**config.mk**
```make
export PLATFORM = sky130hd
export DESIGN_NAME = rle_encoder
export DESIGN_NICKNAME = d
export VERILOG_FILES = /design/src/rtl/rle_pkg.sv /design/src/rtl/rle_ctrl.sv /design/src/rtl/rle_datapath.sv /design/src/rtl/rle_encoder.sv
export SDC_FILE = /design/constraint.sdc
export NUM_CORES = 1
export LEC_CHECK = 0
export BUFFER_PORTS_ARGS = -buffer_cell sky130_fd_sc_hd__buf_2
export CORE_AREA = 2 2 88 90
export CTS_BUF_LIST = sky130_fd_sc_hd__clkbuf_8
export DETAILED_ROUTE_END_ITERATION = 6
export DIE_AREA = 0 0 90 92
export PLACE_DENSITY = 0.57
export SLEW_MARGIN = 20
export SYNTH_ARGS = -nofsm -noshare
export SYNTH_HDL_FRONTEND = slang
export SYNTH_SLANG_ARGS = --single-unit
```
**constraint.sdc**
```tcl
create_clock -name clk -period 5.5 [get_ports clk]
set_input_delay 0.55 -clock clk [delete_from_list [all_inputs] [get_ports clk]]
set_output_delay 0.55 -clock clk [all_outputs]
set_load 0.005 [all_outputs]
```
**src/rtl/rle_pkg.sv**
```systemverilog
package rle_pkg;

  // Per-cycle commands from control to datapath
  typedef struct packed {
    logic capture;  // load reference from input byte, count := 1
    logic bump;     // count := count + 1
    logic emit;     // register (reference, count) onto the output
  } rleStrobe_t;

  typedef enum logic {
    WAIT_REF = 1'b0,
    COUNTING = 1'b1
  } rleState_t;

endpackage

```
**src/rtl/rle_ctrl.sv**
```systemverilog
module rle_ctrl
  import rle_pkg::*;
(
  input  logic       clk,
  input  logic       rstN,
  input  logic       inValid,
  input  logic       flush,
  input  logic       match,
  input  logic       atLimit,
  output rleStrobe_t strobe,
  output logic       haveRef
);

  rleState_t state;
  rleState_t nextState;

  always_comb begin
    strobe    = '0;
    nextState = state;
    unique case (state)
      WAIT_REF: begin
        // flush wins over the input strobe; nothing pending to emit
        if (!flush && inValid) begin
          strobe.capture = 1'b1;
          nextState      = COUNTING;
        end
      end
      COUNTING: begin
        if (flush) begin
          strobe.emit = 1'b1;
          nextState   = WAIT_REF;
        end else if (inValid) begin
          if (!match || atLimit) begin
            // close the run; the closing byte starts the next one
            strobe.emit    = 1'b1;
            strobe.capture = 1'b1;
          end else begin
            strobe.bump = 1'b1;
          end
        end
      end
      default: nextState = WAIT_REF;
    endcase
  end

  always_ff @(posedge clk or negedge rstN) begin
    if (!rstN) state <= WAIT_REF;
    else       state <= nextState;
  end

  assign haveRef = (state == COUNTING);

endmodule

```
**src/rtl/rle_datapath.sv**
```systemverilog
module rle_datapath
  import rle_pkg::*;
#(
  parameter int DATA_W = 8,
  parameter int WINDOW = 32768,
  parameter int CNT_W  = 16
) (
  input  logic              clk,
  input  logic              rstN,
  input  logic [DATA_W-1:0] inByte,
  input  rleStrobe_t        strobe,
  output logic              match,
  output logic              atLimit,
  output logic [DATA_W-1:0] refVal,
  output logic              outValid,
  output logic [DATA_W-1:0] outVal,
  output logic [CNT_W-1:0]  outCnt
);

  localparam logic [CNT_W-1:0] LIMIT = CNT_W'(WINDOW);
  localparam logic [CNT_W-1:0] ONE   = CNT_W'(1);

  logic [CNT_W-1:0] runCnt;

  assign match   = (inByte == refVal);
  assign atLimit = (runCnt == LIMIT);

  // Run state: reference byte and repeat count
  always_ff @(posedge clk or negedge rstN) begin
    if (!rstN) begin
      refVal <= '0;
      runCnt <= '0;
    end else if (strobe.capture) begin
      refVal <= inByte;
      runCnt <= ONE;
    end else if (strobe.bump) begin
      runCnt <= runCnt + ONE;
    end
  end

  // Output register: loaded only on emit, held otherwise
  always_ff @(posedge clk or negedge rstN) begin
    if (!rstN) begin
      outValid <= 1'b0;
      outVal   <= '0;
      outCnt   <= '0;
    end else begin
      outValid <= strobe.emit;
      if (strobe.emit) begin
        outVal <= refVal;
        outCnt <= runCnt;
      end
    end
  end

endmodule

```
**src/rtl/rle_encoder.sv**
```systemverilog
module rle_encoder
  import rle_pkg::*;
#(
  parameter int DATA_W = 8,
  parameter int WINDOW = 32768,
  localparam int CNT_W = $clog2(WINDOW + 1)
) (
  input  logic              clk,
  input  logic              rstN,
  input  logic              inValid,
  input  logic [DATA_W-1:0] inByte,
  input  logic              flush,
  output logic              outValid,
  output logic [DATA_W-1:0] outVal,
  output logic [CNT_W-1:0]  outCnt
);

  rleStrobe_t        strobe;
  logic              match;
  logic              atLimit;
  logic              haveRef;
  logic [DATA_W-1:0] refVal;

  rle_ctrl u_ctrl (
    .clk     (clk),
    .rstN    (rstN),
    .inValid (inValid),
    .flush   (flush),
    .match   (match),
    .atLimit (atLimit),
    .strobe  (strobe),
    .haveRef (haveRef)
  );

  rle_datapath #(
    .DATA_W (DATA_W),
    .WINDOW (WINDOW),
    .CNT_W  (CNT_W)
  ) u_dp (
    .clk      (clk),
    .rstN     (rstN),
    .inByte   (inByte),
    .strobe   (strobe),
    .match    (match),
    .atLimit  (atLimit),
    .refVal   (refVal),
    .outValid (outValid),
    .outVal   (outVal),
    .outCnt   (outCnt)
  );

endmodule

```
======== Yosys cells after proc, flatten, opt, wreduce, memory -nomap -nowiden ========
Cells that the tools add are included.
word-level totals
  bits in registers ....................... 50
  bits of input ports ..................... 12
  output and inout port bits .............. 25
cells by class
  $add $sub $neg .......................... 1
  eq/ne operators ......................... 2
  multiplexer cells ....................... 12
  bitwise logic cells ..................... 1
  reduce and logical (&&, ||, !) cells .... 5
operators with widths
  kind                     count
  $mux W16                 2
  $add A16 B1 Y16 const B  1
  $eq A16 B16 Y1 const B   1
  $eq A8 B8 Y1             1
  $mux W1                  5
  $mux W2                  2
  $pmux W1 S2              2
  $mux W3                  1
  $logic_not A1 Y1         2
  $reduce_bool A2 Y1       1
  $logic_and A1 B1 Y1      1
  $logic_or A1 B1 Y1       1
  $not A1 Y1               1

======== Logic depth before layout (Yosys ltp) ========
Gate-level depths: netlist (run 1).
  depth in word-level cells ............... 9
  depth in mapped cells ................... 8

======== Hierarchy ========
A second synthesis (run 1) with hierarchy kept.
second synthesis, totals
  cell total of the unflattened synthesis .. 184
  area total of the unflattened synthesis .. 2263.4 um^2
modules (own cells, without submodules)
  module        times used  cells an instance  area each (um^2)  sequential area each (um^2)
  rle_datapath  1           174                2183.3            1226.2
  rle_ctrl      1           10                 80.1              25.0

======== Least setup slack after synthesis (run 1) ========
No wires, ideal clock.
  path kind ............................... reg-to-reg
  start ................................... register u_dp.runCnt[0]
  end ..................................... register u_dp.refVal[0]
  setup time .............................. 125 ps
  arrival ................................. 1760 ps
  required time ........................... 5375 ps
  slack ................................... 3615 ps
  cell stages (with the launch flop) ...... 8
  path buffers ............................ 0
  clock period less this slack ............ 1885 ps
  path through ............................ dfrtp_1 > inv_1 > ha_1 > nor4b_2 > and4_1 > nor3_2 > a21oi_4 > mux2_4
on the way
  word-level cells in the longest chain between the ends .. 6
ends and longest elaborated chain
  element                   RTL line            source
  start: declaration        rle_datapath.sv:23  logic [CNT_W-1:0] runCnt;
  start signal: assignment  rle_datapath.sv:37  runCnt <= runCnt + ONE;
  $eq A16 B16 Y1            rle_datapath.sv:26  assign atLimit = (runCnt == LIMIT);
  $logic_or A1 B1 Y1        rle_ctrl.sv:33      if (!match || atLimit) begin
  $mux W1                   rle_ctrl.sv:33
  $mux W3                   rle_ctrl.sv:32      end else if (inValid) begin
  $mux W2                   rle_ctrl.sv:29      if (flush) begin
  $pmux W1 S2               rle_ctrl.sv:20      unique case (state)
  end signal: assignment    rle_datapath.sv:34  refVal <= inByte;
  end: declaration          rle_datapath.sv:14  output logic [DATA_W-1:0] refVal,
Every way passes these cells.
A chain may end at the register's enable or synchronous reset.

======== Final worst setup path (run 1) ========
  start ................................... register u_dp.runCnt[0]
  end ..................................... register u_dp.outVal[2]
on the way
  word-level cells in the longest chain between the ends .. 6
ends and longest elaborated chain
  element                 RTL line            source
  $eq A16 B16 Y1          rle_datapath.sv:26
  $logic_or A1 B1 Y1      rle_ctrl.sv:33
  $mux W1                 rle_ctrl.sv:33
  $mux W3                 rle_ctrl.sv:32
  $mux W1                 rle_ctrl.sv:29
  $mux W2                 rle_ctrl.sv:20
  end signal: assignment  rle_datapath.sv:50  outVal <= refVal;
  end: declaration        rle_datapath.sv:16  output logic [DATA_W-1:0] outVal,
Every way passes these cells.

==> flow_summary.ini, run 1 <==
[setup_path]
path_delay_family = simple AND/OR/NAND/NOR gates
worst-path-buf-inv = 2
end_kind = flip-flop
cp_cell_sequence = inv_1 > ha_1 > nor4b_2 > and4_1 > a21oi_1 > nor2b_1 > buf_4 > a221o_1
worstSetupStartpoint = u_dp.runCnt[0]$_DFFE_PN0P_
critPathArrivalTime_ns = 2.80
r2r-start = u_dp.runCnt[0]$_DFFE_PN0P_
startpoint_type = flip-flop
worstPathRequired_ns = 5.75
worstSetupPathType = flip-flop to flip-flop
slowest_stage = nor2b_1
cp_max_fo = 11
max_stage_delay_ns = 0.65

[power]
peakVddDrop_mv = 0.144
power_leakage_nw = 1.33
cellPowerDensity_nw_per_um2 = 273
finalPower_w = 0.000780

[synthesis]
synth_cells = 215
avgSynthCellArea_um2 = 11.6
ys_ff_latch = 50
ys_seq_area_share_pct = 50.2
synth_ff_type = dfrtp_1
syn-num-nets = 229
yosysUniqueCellTypes = 33
syn-cell-area_um2 = 2490
synth_warnings = 0
synth_edf_count = 0
async_flop_share_pct = 100

[floorplanning]
fp.dieH_um = 92
rows = 32
io_pins = 37
dieArea_um2 = 8280
die_w_um = 90
core_area_um2 = 7450
start_util_pct = 33.5

[clock_network]
cts_tree = yes
post_cts_buffers = 0
clock-sinks = 50
cts_root_buf = clkbuf_8
cts_hold_buf = 0
numCtsBuffers = 5
worstSkewPairLatency_ns = 0.30
post_cts_resized = 0
max-clock-path-buffers = 2
clk_pin_slew_ns = 0.09
htreeDepth = 2

[timing]
setup_viol = 0
tns_ns = 0
rsz0062_at_grt = no
fin_crit_sh_pct = 46.5
timing.hold.ws_ns = 0.341
drv_slew = 0
period_needed_ns = 2.56
worstMarginPinSlew_ns = 0.861
fmax_mhz = 391
skew_ns = 0.0109
hold_viol_final = 0
max_slew_margin_pct = 42.2

[finish]
area_growth_pct = 14.9
nets = 259
drive_above_1_share_pct = 24.4
antennaDiodeCount = 0

[global_routing]
use_met2_pct = 22.3
met1_usage_pct = 20.3
grt_use_total_pct = 14.2
met3_usage_pct = 2.30
busiest_layer = met2
antenna_found_initial = 0
overflow = 0
first_global_vias = 1787
grt_pass1_wl_mm = 9.40
grt_max_degree = 51

[run_status]
status = complete, no violations

[job]
drv_cap = 0

[routing]
wire_per_inst_um = 16.3
first_pass_iters = 4
dr.first_iter.drc_count = 100
via_count = 1830
drc = 0
via_per_inst = 5.26
wirelength_mm = 5.67
drtAntennaViolNets = 0

[placed_design]
place_congestion = 0.764
dp_hpwl_mm = 3.71
io_buffers = 36

[hold_path]
hold_path.class = input port to async pin
power by group:
part           total [W]  switching (W)  internal [W]
clock           0.000253       0.000121      0.000133
sequential      0.000419      0.0000264      0.000392
combinational   0.000108      0.0000488     0.0000592
total           0.000780       0.000196      0.000584
synthesized netlist by cell type (3+ instances only):
cell type  number  area, um2
nand4_1         7       43.8
xor2_1          8       70.1
nand2_1         9       33.8
nor3_1          5       25.0
o21ai_0         4       20.0
nor2_1         16       60.1
xnor2_1        11       96.3
mux2_4          8        120
a22o_1         24        210
a221o_1        21        210
inv_1           5       18.8
buf_2           7       35.0
and4_1          3       26.3
dfrtp_1        50       1250
clkbuf_1        8       30.0
nor2b_1         3       18.8
nand3_1         5       25.0
cells by family (layout without fill, tap and decap cells):
| logic type | count (synthesis) | after routing | synth area share, % |
|---|---|---|---|
| simple gates | 57 | 57 | 12.5 |
| flops | 50 | 50 | 50.2 |
| fa+ha+maj | 2 | 2 | 1.00 |
| compound gates | 56 | 56 | 20.1 |
| buf+inv | 22 | 53 | 4.27 |
| xor+xnor | 19 | 19 | 6.68 |
| mux | 9 | 9 | 5.22 |
layer usage:
| metal | vias up | wire, um |
|---|---|---|
| li1 | 870 | - |
| met1 | 918 | 2780 |
| met2 | 34 | 2640 |
| met3 | 8 | 176 |
| met4 | 0 | 66 |
| met5 | - | 0 |
stage by stage:
stage	std cells	cell area [um2]	worst slack, ns	util [%]
3_5_place_dp	340	2750	2.68	36.9
5_1_grt	348	2860	2.68	38.4
6_report	348	2860	2.94	38.4
2_1_floorplan	215	2490	3.61	-
3_3_place_gp	340	2750	2.77	36.9
4_1_cts	348	2850	2.75	38.3
worst paths after layout:
kind,end,slack [ns],cells after the start
setup reg to reg,u_dp.outVal[2]$_DFFE_PN0P_,2.94,8
hold / removal,u_dp.refVal[6]$_DFFE_PN0P_,0.34,2
setup / recovery,u_dp.outVal[2]$_DFFE_PN0P_,2.94,8
hold reg to reg,u_dp.outCnt[13]$_DFFE_PN0P_,0.51,1
max in group asynchronous,u_dp.runCnt[6]$_DFFE_PN0P_,4.70,2
min in group clk,u_dp.refVal[1]$_DFFE_PN0P_,0.50,2
final cells by class:
cell class	count	area (um2)
Timing Repair Buffer	40	210
Fill cell	753	4580
Multi-Input combinational cell	143	1150
Clock buffer	5	68.8
Sequential cell	50	1250
Clock inverter	3	37.5
Tap cell	102	128
Inverter	5	18.8
cells in the final DEF, fill, tap and decap left out, types with 7 or more instances in the layout:
cell type / instances
buf_2: 36
nand4_1: 7
inv_1: 7
xor2_1: 8
a221o_1: 21
mux2_4: 8
nand2_1: 9
nor2_1: 16
a22o_1: 24
dfrtp_1: 50
xnor2_1: 11
registers in the layout, summed over array words and instances, names as in the netlist:
register,count
u_dp.outCnt,16
u_dp.runCnt,16
u_dp.outVal,8
u_ctrl.haveRef,1
u_dp.outValid,1
u_dp.refVal,8
Power figures use the tool's default switching activity.
==> run 2, diff against run 1 <==
Settings changed: PLACE_DENSITY 0.57 to 0.59.
Clock period 5.5 ns to 2.1 ns, I/O delays scaled along.
==> run 2 against run 1 <==
- global-route usage increased by 0.17 points
- core utilization increased by 4.1 points
- critical path depth unchanged
- largest cell class unchanged
- cell count increased by 9.8%
==> flow_summary.ini, run 2 (synthesized netlist as in run 1, its figures left out) <==
[run_status]
status = complete, no violations

[finish]
drive_above_1_share_pct = 33.9
fin_util_pct = 42.5
nets = 293
top_regs = u_dp.outCnt: 16 flops, u_dp.runCnt: 16 flops
antennaDiodeCount = 0
layout_commonest_cell = dfrtp_1
area_growth_pct = 27.1
layout_common_cells = 50 x dfrtp_1, 36 x buf_2, 34 x buf_4

[setup_path]
r2r-start = u_dp.runCnt[1]$_DFFE_PN0P_
startpoint_type = flip-flop
critPathArrivalTime_ns = 2.16
worstSetupPathType = flip-flop to flip-flop
end_kind = flip-flop
rrSetupSlack_ns = 0.13
reg2regPathDepth = 8
worstPathRequired_ns = 2.29
cp_max_fo = 8
worstReg2RegEnd = u_dp.refVal[0]$_DFFE_PN0P_

[timing]
timing.hold.ws_ns = 0.159
hold_viol_final = 0
rsz0062_at_grt = no
setup_viol = 0
worstMarginPinSlew_ns = 0.562
layout_setup_ws_ns = 0.134
fmax_mhz = 509
drv_slew = 0
tns_ns = 0
max_slew_margin_pct = 62.2
fin_crit_sh_pct = 93.6
period_needed_ns = 1.97
skew_ns = 0.00789

[clock_network]
clock-sinks = 50
worstSkewPairLatency_ns = 0.31
numCtsBuffers = 5
clk_pin_slew_ns = 0.08
htreeDepth = 2
post_cts_buffers = 0
max-clock-path-buffers = 2
cts_root_buf = clkbuf_8
cts_tree = yes

[power]
finalPower_w = 0.00210
internal_power_w = 0.00158
switching_share_pct = 24.9
clock_power_share_pct = 31.6
seqPwrFrac_pct = 51.6
power_leakage_nw = 1.52
peakVddDrop_mv = 0.302
p_comb_share_pct = 16.9
power.switching_w = 0.000524
cellPowerDensity_nw_per_um2 = 664

[routing]
via_count = 1923
dr.first_iter.drc_count = 130
drtAntennaViolNets = 0
via_per_inst = 5.03
wire_per_inst_um = 15.1
wirelength_mm = 5.75
first_pass_iters = 4
drc = 0

[hold_path]
hold_path.class = input port to flip-flop
min_path_cells = 2
worstHoldEndpoint = u_dp.refVal[6]$_DFFE_PN0P_
hold_path.startpoint = inByte[6]

[job]
drv_cap = 0

[placed_design]
place_congestion = 0.761
io_buffers = 36
pre_cts_ws_ns = 0.0830
dp_hpwl_mm = 4.13

[floorplanning]
core_area_um2 = 7450
rows = 32
start_util_pct = 33.5
die_w_um = 90
io_pins = 37
dieArea_um2 = 8280
fp.dieH_um = 92

[global_routing]
grt_pass1_wl_mm = 9.47
overflow = 0
grt_use_total_pct = 14.4
first_global_vias = 1777
grt_max_degree = 29
antenna_found_initial = 0
[run 2: repair_timing]
item | in CTS | in global routing
endpoints found under the setup margin | 0 | 27
endpoints found under the hold margin | 22 | 0
hold buffers | 1 | 0
resized for setup | 0 | 4
[run 2: worst max path at each step]
| stage | slack [ns] | startpoint | endpoint | cells past startpoint |
|---|---|---|---|---|
| finish | 0.13 | u_dp.runCnt[1]$_DFFE_PN0P_ | u_dp.refVal[0]$_DFFE_PN0P_ | 8 |
| global route | 0.0008 | u_dp.refVal[2]$_DFFE_PN0P_ | u_dp.refVal[0]$_DFFE_PN0P_ | 7 |
| CTS | 0.06 | u_dp.runCnt[0]$_DFFE_PN0P_ | u_dp.outCnt[6]$_DFFE_PN0P_ | 7 |
| detailed placement | 0.08 | u_dp.runCnt[0]$_DFFE_PN0P_ | u_dp.outCnt[6]$_DFFE_PN0P_ | 7 |
| global placement | 0.13 | u_dp.runCnt[1]$_DFFE_PN0P_ | u_dp.outCnt[13]$_DFFE_PN0P_ | 7 |
| floorplan | 0.21 | u_dp.runCnt[0]$_DFFE_PN0P_ | u_dp.refVal[0]$_DFFE_PN0P_ | 7 |
[run 2: per-layer routing]
layer	global-route usage, %	part of all wire [%]	wire length, um	vias up
li1	-	-	-	936
met1	22.0	50	2850	942
met2	20.5	45	2610	38
met3	2.71	3.9	227	7
met4	4.62	1.2	68	0
met5	0	0	0	-
[run 2: area by class of cell]
cell class                      instances  area (um2)
Clock buffer                            5        68.8
Clock inverter                          3        37.5
Fill cell                             766        4280
Inverter                                5        18.8
Multi-Input combinational cell        143        1160
Sequential cell                        50        1250
Tap cell                              102         128
Timing Repair Buffer                   74         505
[run 2: through the flow]
step / cells / instance area, um2
2_1_floorplan: 215 / 2490
3_3_place_gp: 373 / 3030
3_5_place_dp: 373 / 3030
4_1_cts: 382 / 3150
5_1_grt: 382 / 3170
6_report: 382 / 3170
[run 2: power by group through the flow]
| stage | registers (W) | clock network (W) | logic [W] |
|---|---|---|---|
| global route | 0.00109 | 0.000721 | 0.000389 |
| floorplan | 0.00110 | 0 | 0.000180 |
| finish | 0.00108 | 0.000663 | 0.000354 |
| CTS | 0.00108 | 0.000679 | 0.000357 |
| detailed placement | 0.00110 | 0 | 0.000354 |
| global placement | 0.00110 | 0 | 0.000353 |
[run 2: worst max-delay path: stages (launching register included)]
cell and delay [ns]:
dfrtp_1 0.38, inv_1 0.08, ha_1 0.13, nor4b_2 0.25
and4_4 0.31, nor3_2 0.07, a21oi_4 0.18, buf_12 0.16
mux2_4 0.30
